`src/rtl/rxf_pkg.sv`:
```
package rxf_pkg;
  typedef enum logic [1:0] {PH_IDLE, PH_HIGH, PH_LOW, PH_TAIL} rx_phase_e;

  localparam logic [7:0] CNT_PRESET  = 8'hFF;
  localparam logic [7:0] RELOAD_MARK = 8'hFB;

  function automatic logic [7:0] sum_add(input logic [7:0] acc, input logic [7:0] b);
    return acc + b;
  endfunction

  function automatic logic [7:0] reload_from_len(input logic [7:0] len_byte);
    return len_byte - 8'd3;
  endfunction
endpackage

```
`src/rtl/rxf_shift.sv`:
```
module rxf_shift
  import rxf_pkg::*;
#(
  parameter int SETUP_CYC = 3,
  parameter int GAP_CYC   = 2
) (
  input  logic       clk,
  input  logic       rst_n,
  input  logic       start,
  input  logic       sdata_i,
  input  logic       will_end,
  output logic       sclk_o,
  output logic       active_o,
  output logic       byte_done_o,
  output logic [7:0] byte_o,
  output logic       frame_end_o
);
  localparam int TW = $clog2(SETUP_CYC + GAP_CYC + 1);
  localparam logic [TW-1:0] HI_LOAD = TW'(SETUP_CYC - 1);
  localparam logic [TW-1:0] LO_LOAD = TW'(GAP_CYC - 1);

  rx_phase_e     phase;
  logic [TW-1:0] tmr;
  logic [2:0]    bitn;
  logic [7:0]    shreg;
  logic          phase_end;

  assign phase_end = (tmr == '0);

  always_ff @(posedge clk or negedge rst_n) begin
    if (!rst_n) begin
      phase <= PH_IDLE;
      tmr   <= '0;
      bitn  <= '0;
      shreg <= '0;
    end else begin
      case (phase)
        PH_IDLE: if (start) begin
          phase <= PH_HIGH;
          tmr   <= HI_LOAD;
          bitn  <= '0;
        end
        PH_HIGH: if (phase_end) begin
          shreg <= {shreg[6:0], ~sdata_i};
          phase <= PH_LOW;
          tmr   <= LO_LOAD;
        end else tmr <= tmr - 1'b1;
        PH_LOW: if (phase_end) begin
          bitn <= bitn + 1'b1;
          if (bitn == 3'd7 && will_end) begin
            phase <= PH_TAIL;
            tmr   <= LO_LOAD;
          end else begin
            phase <= PH_HIGH;
            tmr   <= HI_LOAD;
          end
        end else tmr <= tmr - 1'b1;
        PH_TAIL: if (phase_end) phase <= PH_IDLE;
                 else tmr <= tmr - 1'b1;
        default: phase <= PH_IDLE;
      endcase
    end
  end

  assign sclk_o      = (phase == PH_HIGH) || (phase == PH_TAIL);
  assign active_o    = (phase != PH_IDLE);
  assign byte_done_o = (phase == PH_LOW) && phase_end && (bitn == 3'd7);
  assign byte_o      = shreg;
  assign frame_end_o = (phase == PH_TAIL) && phase_end;
endmodule

```
`src/rtl/rxf_buf.sv`:
```
module rxf_buf #(
  parameter int DEPTH = 32,
  localparam int AW = $clog2(DEPTH)
) (
  input  logic          clk,
  input  logic          we,
  input  logic [AW-1:0] waddr,
  input  logic [7:0]    wdata,
  input  logic [AW-1:0] raddr,
  output logic [7:0]    rdata
);
  logic [7:0] mem [DEPTH];

  always_ff @(posedge clk) begin
    if (we) mem[waddr] <= wdata;
  end

  assign rdata = mem[raddr];
endmodule

```
`src/rtl/rxf_frame_ctl.sv`:
```
module rxf_frame_ctl
  import rxf_pkg::*;
#(
  parameter int DEPTH     = 32,
  parameter int OVF_LIMIT = 29,
  parameter int GUARD_CYC = 20,
  localparam int AW = $clog2(DEPTH),
  localparam int GW = $clog2(GUARD_CYC + 1)
) (
  input  logic          clk,
  input  logic          rst_n,
  input  logic          start,
  input  logic          byte_done,
  input  logic [7:0]    byte_in,
  input  logic          frame_end,
  input  logic          ack_i,
  output logic          will_end,
  output logic          wr_en,
  output logic [AW-1:0] wr_addr,
  output logic          ovf_hit,
  output logic          done_o,
  output logic          new_msg_o,
  output logic          cksum_err_o,
  output logic          ovf_err_o,
  output logic          guard_busy_o
);
  logic [7:0]    remain, remain_dec, run_sum;
  logic [AW-1:0] wptr, wptr_nxt;
  logic          ovf_pend;
  logic [GW-1:0] guard;

  assign remain_dec = remain - 8'd1;
  assign wptr_nxt   = wptr + 1'b1;
  assign ovf_hit    = (wptr_nxt == AW'(OVF_LIMIT));
  assign will_end   = (remain_dec == 8'd0) || ovf_hit;
  assign wr_en      = byte_done;
  assign wr_addr    = wptr;

  always_ff @(posedge clk or negedge rst_n) begin
    if (!rst_n) begin
      remain   <= CNT_PRESET;
      run_sum  <= '0;
      wptr     <= '0;
      ovf_pend <= 1'b0;
    end else if (start) begin
      remain   <= CNT_PRESET;
      run_sum  <= '0;
      wptr     <= '0;
      ovf_pend <= 1'b0;
    end else if (byte_done) begin
      wptr    <= wptr_nxt;
      run_sum <= sum_add(run_sum, byte_in);
      if (ovf_hit) ovf_pend <= 1'b1;
      else if (remain_dec == RELOAD_MARK) remain <= reload_from_len(byte_in);
      else remain <= remain_dec;
    end
  end

  always_ff @(posedge clk or negedge rst_n) begin
    if (!rst_n) begin
      done_o      <= 1'b0;
      new_msg_o   <= 1'b0;
      cksum_err_o <= 1'b0;
      ovf_err_o   <= 1'b0;
      guard       <= '0;
    end else begin
      if (guard != '0) guard <= guard - 1'b1;
      if (ack_i) begin
        done_o      <= 1'b0;
        new_msg_o   <= 1'b0;
        cksum_err_o <= 1'b0;
        ovf_err_o   <= 1'b0;
      end
      if (frame_end) begin
        done_o <= 1'b1;
        if (ovf_pend) ovf_err_o <= 1'b1;
        else begin
          new_msg_o <= 1'b1;
          guard     <= GW'(GUARD_CYC);
          if (run_sum == 8'd0) begin
            cksum_err_o <= 1'b0;
            ovf_err_o   <= 1'b0;
          end else cksum_err_o <= 1'b1;
        end
      end
    end
  end

  assign guard_busy_o = (guard != '0);
endmodule

```
`src/rtl/serial_frame_rx.sv`:
```
module serial_frame_rx #(
  parameter int SETUP_CYC = 3,
  parameter int GAP_CYC   = 2,
  parameter int BUF_BYTES = 32,
  parameter int OVF_LIMIT = 29,
  parameter int GUARD_CYC = 20,
  localparam int AW = $clog2(BUF_BYTES)
) (
  input  logic          clk,
  input  logic          rst_n,
  input  logic          rx_enable,
  input  logic          tx_busy,
  input  logic          req_i,
  input  logic          sdata_i,
  output logic          sclk_o,
  input  logic [AW-1:0] rd_addr,
  output logic [7:0]    rd_data,
  input  logic          ack_i,
  output logic          done_o,
  output logic          new_msg_o,
  output logic          cksum_err_o,
  output logic          ovf_err_o,
  output logic          guard_busy_o
);
  logic          req_q, start, rx_active, will_end;
  logic          byte_done, frame_end, wr_en, ovf_hit;
  logic [7:0]    byte_val;
  logic [AW-1:0] wr_addr;

  always_ff @(posedge clk or negedge rst_n) begin
    if (!rst_n) req_q <= 1'b0;
    else        req_q <= req_i;
  end

  assign start = req_i && !req_q && rx_enable && !tx_busy && !rx_active;

  rxf_shift #(.SETUP_CYC(SETUP_CYC), .GAP_CYC(GAP_CYC)) u_shift (
    .clk(clk), .rst_n(rst_n), .start(start), .sdata_i(sdata_i),
    .will_end(will_end), .sclk_o(sclk_o), .active_o(rx_active),
    .byte_done_o(byte_done), .byte_o(byte_val), .frame_end_o(frame_end)
  );

  rxf_frame_ctl #(.DEPTH(BUF_BYTES), .OVF_LIMIT(OVF_LIMIT), .GUARD_CYC(GUARD_CYC)) u_ctl (
    .clk(clk), .rst_n(rst_n), .start(start), .byte_done(byte_done),
    .byte_in(byte_val), .frame_end(frame_end), .ack_i(ack_i),
    .will_end(will_end), .wr_en(wr_en), .wr_addr(wr_addr), .ovf_hit(ovf_hit),
    .done_o(done_o), .new_msg_o(new_msg_o), .cksum_err_o(cksum_err_o),
    .ovf_err_o(ovf_err_o), .guard_busy_o(guard_busy_o)
  );

  rxf_buf #(.DEPTH(BUF_BYTES)) u_buf (
    .clk(clk), .we(wr_en), .waddr(wr_addr), .wdata(byte_val),
    .raddr(rd_addr), .rdata(rd_data)
  );
endmodule

```
`config.mk`:
```
export PLATFORM = sky130hd
export DESIGN_NAME = serial_frame_rx
export DESIGN_NICKNAME = d
export VERILOG_FILES = /design/src/rtl/rxf_pkg.sv /design/src/rtl/rxf_shift.sv /design/src/rtl/rxf_buf.sv /design/src/rtl/rxf_frame_ctl.sv /design/src/rtl/serial_frame_rx.sv
export SDC_FILE = /design/constraint.sdc
export NUM_CORES = 1
export LEC_CHECK = 0
export ABC_AREA = 0
export ABC_CLOCK_PERIOD_IN_PS = 4100
export BUFFER_PORTS_ARGS = -buffer_cell sky130_fd_sc_hd__buf_2
export CORE_ASPECT_RATIO = 2
export CORE_MARGIN = 3
export CORE_UTILIZATION = 25
export CTS_BUF_LIST = sky130_fd_sc_hd__clkbuf_4
export DETAILED_ROUTE_END_ITERATION = 12
export PLACE_DENSITY_LB_ADDON = 0.1
export SETUP_SLACK_MARGIN = 0.3
export SYNTH_ARGS = -nofsm -noshare
export SYNTH_HDL_FRONTEND = slang
export SYNTH_HIERARCHICAL = 1
export SYNTH_SLANG_ARGS = --single-unit
```
`constraint.sdc`:
```
create_clock -name clk -period 4.1 [get_ports clk]
set_clock_uncertainty 0.2 [all_clocks]
set_input_delay 0 -clock clk [delete_from_list [all_inputs] [get_ports clk]]
set_output_delay 0 -clock clk [all_outputs]
set_load 0.02 [all_outputs]
```
**Word level (Yosys, flattened, before mapping)**

Memories as Yosys holds them, arrays and structs flattened.
Cells that the tools add are included.

- Memory bits (writable): 256
- Bits of input ports: 12
- Register bits after elaboration: 48
- Memories: 1

Memory list:

| name | depth | width | read ports | clocked after Yosys merged registers in | write ports | line | text |
|---|---|---|---|---|---|---|---|
| u_buf.mem | 32 | 8 | 1 | 0 | 1 | rxf_buf.sv:12 | `logic [7:0] mem [DEPTH];` |

- Bitwise gates (word level): 1
- Reduce and logical (&&, ||, !) cells: 29
- Eq/ne operators: 12
- Add/sub/neg operators: 7
- Muxes and demuxes: 44

Operator list:

| kind | number |
|---|---|
| 8-bit 2-to-1 mux | 6 |
| 5-bit 2-to-1 mux | 5 |
| 1-bit 2-to-1 mux | 18 |
| 3-bit 2-to-1 mux | 6 |
| 8-bit logical NOT | 2 |
| 2-bit 2-to-1 mux | 6 |
| 3-bit one-hot mux with 4 select lines | 1 |
| 2-bit nonzero test | 5 |
| 8-bit adder | 1 |
| 8-bit == test, second input constant | 1 |
| 1-bit logical AND | 8 |
| 2-bit one-hot mux with 4 select lines | 1 |
| 2-bit AND reduction | 4 |
| 8-bit by 1-bit subtractor with 8-bit output, second input constant | 1 |
| 8-bit by 2-bit subtractor with 8-bit output, second input constant | 1 |
| 2-bit by 1-bit inequality test with 1-bit output, second input constant | 3 |
| 2-bit inequality test, second input constant | 3 |
| 3-bit one-hot mux with 2 select lines | 1 |
| 5-bit by 1-bit adder with 5-bit output, second input constant | 1 |
| 5-bit == test, second input constant | 1 |
| 5-bit nonzero test | 1 |
| 5-bit by 1-bit subtractor with 5-bit output, second input constant | 1 |
| 2-bit == test, second input constant | 2 |
| 4-bit AND reduction | 1 |
| other kinds (10) | 13 |

**Logic depth before layout (Yosys ltp)**

Gate-level depths: netlist of run 1.

- Depth in word-level cells: 7
- Mapped depth: 10
- Mapped depth without buffers: 10

**Cells and area by module**

The synthesis of run 1 kept the hierarchy.

Modules (own cells, without submodules):

| module | instances | area an instance (um^2) | cells an instance |
|---|---|---|---|
| rxf_buf | 1 | 9893.2 | 409 |
| rxf_frame_ctl | 1 | 2031.9 | 215 |
| rxf_shift | 1 | 818.3 | 71 |
| serial_frame_rx | 1 | 38.8 | 3 |

**Least setup slack after synthesis of run 1**

OpenSTA, ideal clock, no wires.

- Kind: reg2reg
- Start point: register u_shift.tmr[0]
- End point: memory u_buf.mem[0][0], enable pin
- Stages on the path, launching flop included: 9
- Arrival time: 2.400 ns
- Slack: 1.129 ns
- Data required time: 3.530 ns
- Path through: dfrtp_1 -> inv_1 -> ha_1 -> nor3b_1 -> and3_2 -> buf_4 -> or3b_2 -> clkbuf_1 -> nor2_1

- Cells in the longest elaborated chain, start to end: 5

RTL lines:

| what | line | text |
|---|---|---|
| from (decl) | rxf_shift.sv:23 | `logic [TW-1:0] tmr;` |
| from (signal assigned) | rxf_shift.sv:47 | `end else tmr <= tmr - 1'b1;` |
| from (signal assigned) | rxf_shift.sv:57 | `end else tmr <= tmr - 1'b1;` |
| from (signal assigned) | rxf_shift.sv:59 | `else tmr <= tmr - 1'b1;` |
| 3-bit logical NOT | rxf_shift.sv:28 | `assign phase_end = (tmr == '0);` |
| 1-bit logical AND (2 in a row) | rxf_shift.sv:67 | `assign byte_done_o = (phase == PH_LOW) && phase_end && (bitn == 3'd7);` |
| net byte_done | serial_frame_rx.sv:26 | `logic byte_done, frame_end, wr_en, ovf_hit;` |
| 1-bit 2-to-1 mux | rxf_buf.sv:15 | `if (we) mem[waddr] <= wdata;` |
| 1-bit 2-to-1 mux (implied by the code) | rxf_buf.sv:15 |  |
| to (decl) | rxf_buf.sv:12 |  |

The timed path passes the listed nets, and every way through them passes these cells.

**Final worst setup path of run 1**

- Start point: register u_shift.tmr[0]
- End point: memory u_buf.mem[8][6], enable pin

The elaborated chain is that of the path after synthesis.

==> reports/results.ini, run 1 <==
[die]
die_w_um = 166
core_area_um2 = 50400
num_rows = 116
io_pins = 26
fp.dieH_um = 326
die_area_um2 = 54000
start_util = 0.254

[final_layout]
drive_above_1_share = 0.332
final_cell_mix = edfxtp_1, clkbuf_4, mux4_2
syn_to_final_growth_pct = 16.4
final_common_cell = edfxtp_1
final_util = 0.295
fin_nets = 835
fillCellCount = 4937

[timing]
tns_ns = 0
tightest_slew_ns = 1.04
slew-limit-headroom = 0.299
slew_viol_final = 0
finalHoldViolCount = 0
grt_setup_unrepaired = no
max_freq_mhz = 298
period_needed_ns = 3.36
setup_viol = 0
fin_crit_sh = 0.819

[critical_path]
critical-path-top-delay-family = simple AND/OR/NAND/NOR gates
worst_ep_required_time_ns = 4.22
end_kind = flop
crit_arrival_ns = 3.48
setup.worst_path.start_class = flop
crit_slowest_cell = or3b_2
worstSetupPathType = flop to flop
path_cells = inv_1, ha_1, nor3b_1, and3_2, or3b_2, nor2_1
worst-path-buf-inv = 1
critical_path.max_stage_delay_ns = 0.64
cp_max_fo = 8

[yosys]
syn_inst = 698
synth-adder-area-share = 0.0192
synth-edff-count = 256
synth.largest_area_cell = edfxtp_1
synth_top_area_share = 0.601
synth_mux_area_frac = 0.165
synth-seq-area-share = 0.696
synth_top_family_by_area = multiplexers
syn-num-nets = 729
ys_types = 64
synth-xor-area-share = 0.0178
synth.avg_cell_area_um2 = 18.3
yosys.area_share.simple = 0.0567
synthTopCellsByArea = edfxtp_1, mux4_2, dfrtp_1
synth_flop_cell = edfxtp_1
synth_area_um2 = 12800
yosysWarnings = 6
synth-seq-cells = 304
synthArstFlopShare = 0.158
synth_compound_area_frac = 0.0277

[routing]
vias = 6824
firstDrtPassIters = 4
ant_nets = 0
wl_per_cell_um = 23.3
drt_iter0_drc = 320
drc = 0
vias_per_cell = 4.51
wl_mm = 35.3

[clock_tree]
clockBufferDepth = 3
cts_htree_levels = 3
cts_setup_buffers = 0
numClockSinks = 304
cts_tree = done
cts-root-buf = clkbuf_4
clkTransAtPathRegs_ns = 0.09
cts-buffers-inserted = 73
clock_latency_ns = 0.71

[pwr]
powerDensity_nw_per_um2 = 585
p_comb_frac = 0.220
power_switching_mw = 2.74
pwr-share-clk = 0.296
seq_power_share = 0.484
p_int_mw = 5.96
p_leak_nw = 5.21
swShare = 0.315
ir_drop_mv = 0.276

[placed_design]
dpl.hpwl_mm = 24.5
gp_congestion = 0.787
portBuffers = 25

[grt]
overflow = 0
grt_max_degree = 40
grt_util_all_layers = 0.132
grt_pass1_vias = 7592
antenna_found_initial = 1
grt_pass1_wl_mm = 51.6

[worst_hold_path]
worstHoldPathType = input port to async pin

[status]
status = finished clean

[job]
drv_cap = 0

flip-flops by register name, summed over array words and instances, names as in the netlist:
register           flops
req_q                  1
u_buf/mem            256
u_ctl/cksum_err_o      1
u_ctl/done_o           1
u_ctl/guard            5
u_ctl/new_msg_o        1
u_ctl/ovf_err_o        1
u_ctl/ovf_pend         1
u_ctl/remain           8
u_ctl/run_sum          8
u_ctl/wr_addr          5
u_shift/bitn           3
u_shift/byte_o         8
u_shift/phase          2
u_shift/tmr            3
worst paths after layout:
kind | to | start | cells past startpoint | slack (ns)
hold reg to reg | u_ctl/guard[4] | u_ctl/guard[4] | 2 | 0.28
max in group asynchronous | u_ctl/run_sum[4] | rst_n | 4 | 2.45
setup reg to reg | u_buf/mem[8][6] | u_shift/tmr[0] | 6 | 0.74
setup / recovery | u_buf/mem[8][6] | u_shift/tmr[0] | 6 | 0.74
min in group clk | u_ctl/guard[4] | u_ctl/guard[4] | 2 | 0.28
hold / removal | u_shift/tmr[1] | rst_n | 3 | 0.26
stage by stage:
step,cells,cell area [um^2],power [mW],worst slack [ns],hold WS (ns)
floorplan,698,12800,5.43,1.13,-0.496
global placement,1368,13800,6.23,0.822,-0.249
detailed placement,1368,13800,6.26,0.748,-0.244
CTS,1513,14900,8.93,0.749,0.169
global route,1514,14900,9.28,0.551,0.213
finish,1514,14900,8.71,0.741,0.264
worst reg2reg max path, stage by stage, from the launching register on:
cell and delay, ns:
dfrtp_1 0.39, inv_1 0.12, ha_1 0.28, nor3b_1 0.42, and3_2 0.31, or3b_2 0.64, nor2_1 0.64
timing repair:
action	CTS	global route
hold buffers	10	0
endpoints found under the hold margin	81	0
gates resized for setup	0	0
power by group through the flow:
stage | combinational [mW] | clock [mW] | sequential (mW)
CTS | 1.99 | 2.72 | 4.22
global route | 2.13 | 2.89 | 4.26
detailed placement | 1.97 | 0 | 4.29
finish | 1.91 | 2.58 | 4.21
global placement | 1.95 | 0 | 4.28
floorplan | 1.08 | 0 | 4.35
metal layers:
metal / track usage / vias to the layer above / routed length (um)
li1: - / 3034 / -
met1: 0.117 / 3583 / 11200
met2: 0.279 / 148 / 21900
met3: 0.0285 / 59 / 1120
met4: 0.0512 / 0 / 1040
met5: 0 / - / 0
cells in the mapped netlist, drive strengths merged, types with 3 or more instances:
cell / number
a21o: 4
a2bb2oi: 3
dfrtp: 40
edfxtp: 256
nor2: 72
nor3: 8
nand3b: 7
nand3: 11
nand4: 4
a22oi: 4
nand2: 9
nor3b: 3
buf: 19
dfstp: 8
nand2b: 3
nor2b: 4
or3b: 4
mux4: 80
ha: 18
clkbuf: 13
xor2: 15
or3: 3
xnor2: 11
inv: 15
and3: 3
o21ai: 13
mux2i: 11
mux2: 17
o31ai: 3
a21oi: 14
layout make-up:
cell class	count	area [um^2]	area share
sequential	304	8900	0.598
multi-input combinational	347	3660	0.246
tap	649	812	0.0546
clock buffer	103	773	0.0520
timing repair buffer	63	463	0.0311
clock inverter	32	211	0.0142
inverter	15	56.3	0.00379
antenna	1	2.50	0.000168
logic make-up (layout without fill, tap and decap cells):
| group | after synthesis | count (layout) |
|---|---|---|
| other cells | 0 | 1 |
| mux | 108 | 108 |
| buf+inv | 47 | 213 |
| flops | 304 | 304 |
| compound gates | 54 | 54 |
| simple gates | 140 | 140 |
| xor+xnor | 26 | 26 |
| fa+ha+maj | 19 | 19 |
Power figures use the tool's default switching activity.
==> inputs of run 2 (changes only) <==
Settings changed: ABC_AREA 0 to 1, ABC_CLOCK_PERIOD_IN_PS 4100 to 2800.
Clock period 4.1 ns to 2.8 ns, I/O delays scaled along.
==> run 2 against run 1 <==
- clock power up 45%
- final area up 6.9%
- cell count up 43%
- register-to-register slack worse by 0.27 ns
- highest routed layer is now met5
==> reports/results.ini, run 2 <==
[final_layout]
final_util = 0.296  ; was 0.295
regMostFlops = u_buf/mem  ; unchanged
syn_to_final_growth_pct = 16.4  ; about the same
final_common_cell = nand2_1  ; was edfxtp_1
fin_nets = 1469  ; was 835
drive_above_1_share = 0.177  ; was 0.332
final_cell_mix = nand2_1, edfxtp_1, nand3_1  ; was edfxtp_1, clkbuf_4, mux4_2
instances_no_fill = 2166  ; was 1514
finalInstanceArea_um2 = 15900  ; was 14900 um^2
largest_reg_flops = 256  ; unchanged
fillCellCount = 5673  ; was 4937

[timing]
period_needed_ns = 2.37
tightest_slew_ns = 0.832  ; was 1.04 ns
slew-limit-headroom = 0.445  ; was 0.299
whs_ns = 0.201  ; was 0.264 ns
slew_viol_final = 0  ; unchanged
setup_viol = 0  ; unchanged
fin_crit_sh = 0.846
max_freq_mhz = 422
grt_setup_unrepaired = no  ; unchanged
setup_ws_ns = 0.431  ; was 0.741 ns
tns_ns = 0  ; unchanged
finalHoldViolCount = 0  ; unchanged

[critical_path]
end_kind = output port  ; was flop
reg2reg_setup_slack_ns = 0.47  ; was 0.74 ns
crit_arrival_ns = 2.17  ; was 3.48 ns
setup.worst_path.start_class = flop  ; unchanged
rr_worst_depth = 10  ; was 6
r2r-start = u_shift/tmr[0]  ; unchanged
worstSetupPathType = flop to output port  ; was flop to flop
r2r_end = u_ctl/cksum_err_o  ; was u_buf/mem[8][6]
worst_ep_required_time_ns = 2.60  ; was 4.22 ns
cp_max_fo = 1  ; was 8

[clock_tree]
clockBufferDepth = 3  ; unchanged
cts-root-buf = clkbuf_4  ; unchanged
cts_setup_buffers = 0  ; unchanged
cts_tree = done  ; unchanged
numClockSinks = 304  ; unchanged
cts_htree_levels = 3  ; unchanged
clkTransAtPathRegs_ns = 0.07  ; was 0.09 ns
cts-buffers-inserted = 73  ; unchanged
clock_latency_ns = 0.75  ; was 0.71 ns

[grt]
overflow = 0  ; unchanged
antenna_found_initial = 3  ; was 1
grt_util_all_layers = 0.152  ; was 0.132
grt_pass1_wl_mm = 63.3  ; was 51.6 mm
grt_max_degree = 65  ; was 40
grt_pass1_vias = 10151  ; was 7592

[yosys]
syn_inst = 1311  ; was 698
yosysWarnings = 6  ; unchanged
synth.avg_cell_area_um2 = 10.4  ; was 18.3 um^2
synth_area_um2 = 13700  ; was 12800 um^2
syn-num-nets = 1342  ; was 729

[routing]
drt_iter0_drc = 416  ; was 320
drc = 0  ; unchanged
vias_per_cell = 4.44  ; was 4.51
wl_per_cell_um = 20.1  ; was 23.3 um
vias = 9624  ; was 6824
wl_mm = 43.4  ; was 35.3 mm
firstDrtPassIters = 6  ; was 4
ant_nets = 0  ; unchanged

[pwr]
pwr-share-clk = 0.293  ; was 0.296
ir_drop_mv = 0.419  ; was 0.276 mV
power.total_mw = 12.8  ; was 8.71 mW
p_comb_frac = 0.238  ; was 0.220
seq_power_share = 0.470  ; was 0.484
p_int_mw = 8.46  ; was 5.96 mW
swShare = 0.338  ; was 0.315
p_leak_nw = 6.44  ; was 5.21 nW
powerDensity_nw_per_um2 = 804  ; was 585 nW/um^2
power_switching_mw = 4.33  ; was 2.74 mW

[die]
die_area_um2 = 57600  ; was 54000 um^2
io_pins = 26  ; unchanged
fp.dieH_um = 337  ; was 326 um
die_w_um = 171  ; was 166 um
core_area_um2 = 53800  ; was 50400 um^2
num_rows = 120  ; was 116
start_util = 0.254  ; about the same

[status]
status = finished clean  ; unchanged

[placed_design]
dpl.hpwl_mm = 29.5  ; was 24.5 mm
placed_area_um2 = 14800  ; was 13800 um^2
place_inst = 2023  ; was 1368
post-place-ws_ns = 0.267  ; was 0.748 ns
portBuffers = 25  ; unchanged
gp_congestion = 0.818  ; was 0.787

[worst_hold_path]
holdPathEnd = u_ctl/remain[0]
min_from = tx_busy
hold_depth = 8
worstHoldPathType = input port to flop  ; was input port to async pin

[job]
drv_cap = 0  ; unchanged

## run 2: cell type report
type / instances / area [um^2] / area share
Antenna cell: 2 / 5.00 / 0.000315
Clock buffer: 105 / 788 / 0.0496
Clock inverter: 25 / 155 / 0.00976
Inverter: 72 / 273 / 0.0172
Multi-Input combinational cell: 878 / 4090 / 0.257
Sequential cell: 304 / 8900 / 0.560
Tap cell: 671 / 840 / 0.0528
Timing Repair Buffer: 109 / 846 / 0.0532
## run 2: worst max-delay path, stage by stage (launching register included)
cell      delay, ns
edfxtp_1       0.43
nand2_1        0.10
nand3_1        0.08
nand3_1        0.11
nand2_1        0.15
nand2_1        0.12
nand2_1        0.06
nand2_1        0.05
nand2_1        0.13
buf_2          0.19
## run 2: power by group through the flow
| stage | Combinational (mW) | Clock [mW] | Sequential (mW) |
|---|---|---|---|
| 2_1_floorplan | 1.46 | 0 | 6.27 |
| 4_1_cts | 3.16 | 3.94 | 6.02 |
| 3_5_place_dp | 3.12 | 0 | 6.12 |
| 3_3_place_gp | 3.12 | 0 | 6.11 |
| 5_1_grt | 3.40 | 4.15 | 6.04 |
| 6_report | 3.04 | 3.74 | 6.01 |
## run 2: repair_timing
item	4_1_cts	5_1_grt
gates resized for setup	3	10
hold buffers	11	0
setup endpoints to repair	15	65
endpoints found under the hold margin	84	0
pin swaps	0	2
## run 2: worst max path at each step
stage / startpoint / endpoint / slack, ns / cells past startpoint
final: u_buf/mem[19][4] / rd_data[4] / 0.43 / 9
after global routing: u_buf/mem[1][7] / rd_data[7] / 0.30 / 9
after CTS: u_shift/tmr[0] / u_buf/mem[28][0] / 0.30 / 9
after detailed placement: u_shift/tmr[0] / u_buf/mem[28][2] / 0.27 / 9
after global placement: u_ctl/remain[0] / u_shift/tmr[1] / 0.27 / 14
after floorplan: u_shift/tmr[0] / u_buf/mem[11][0] / 0.25 / 8
## run 2: routing by layer
| metal | part of all wire | track usage | up-vias | routed length (um) |
|---|---|---|---|---|
| li1 | - | - | 4717 | - |
| met1 | 0.34 | 0.140 | 4686 | 14800 |
| met2 | 0.60 | 0.319 | 164 | 26200 |
| met3 | 0.031 | 0.0273 | 55 | 1360 |
| met4 | 0.025 | 0.0530 | 2 | 1070 |
| met5 | 0.00030 | 0 | - | 13 |
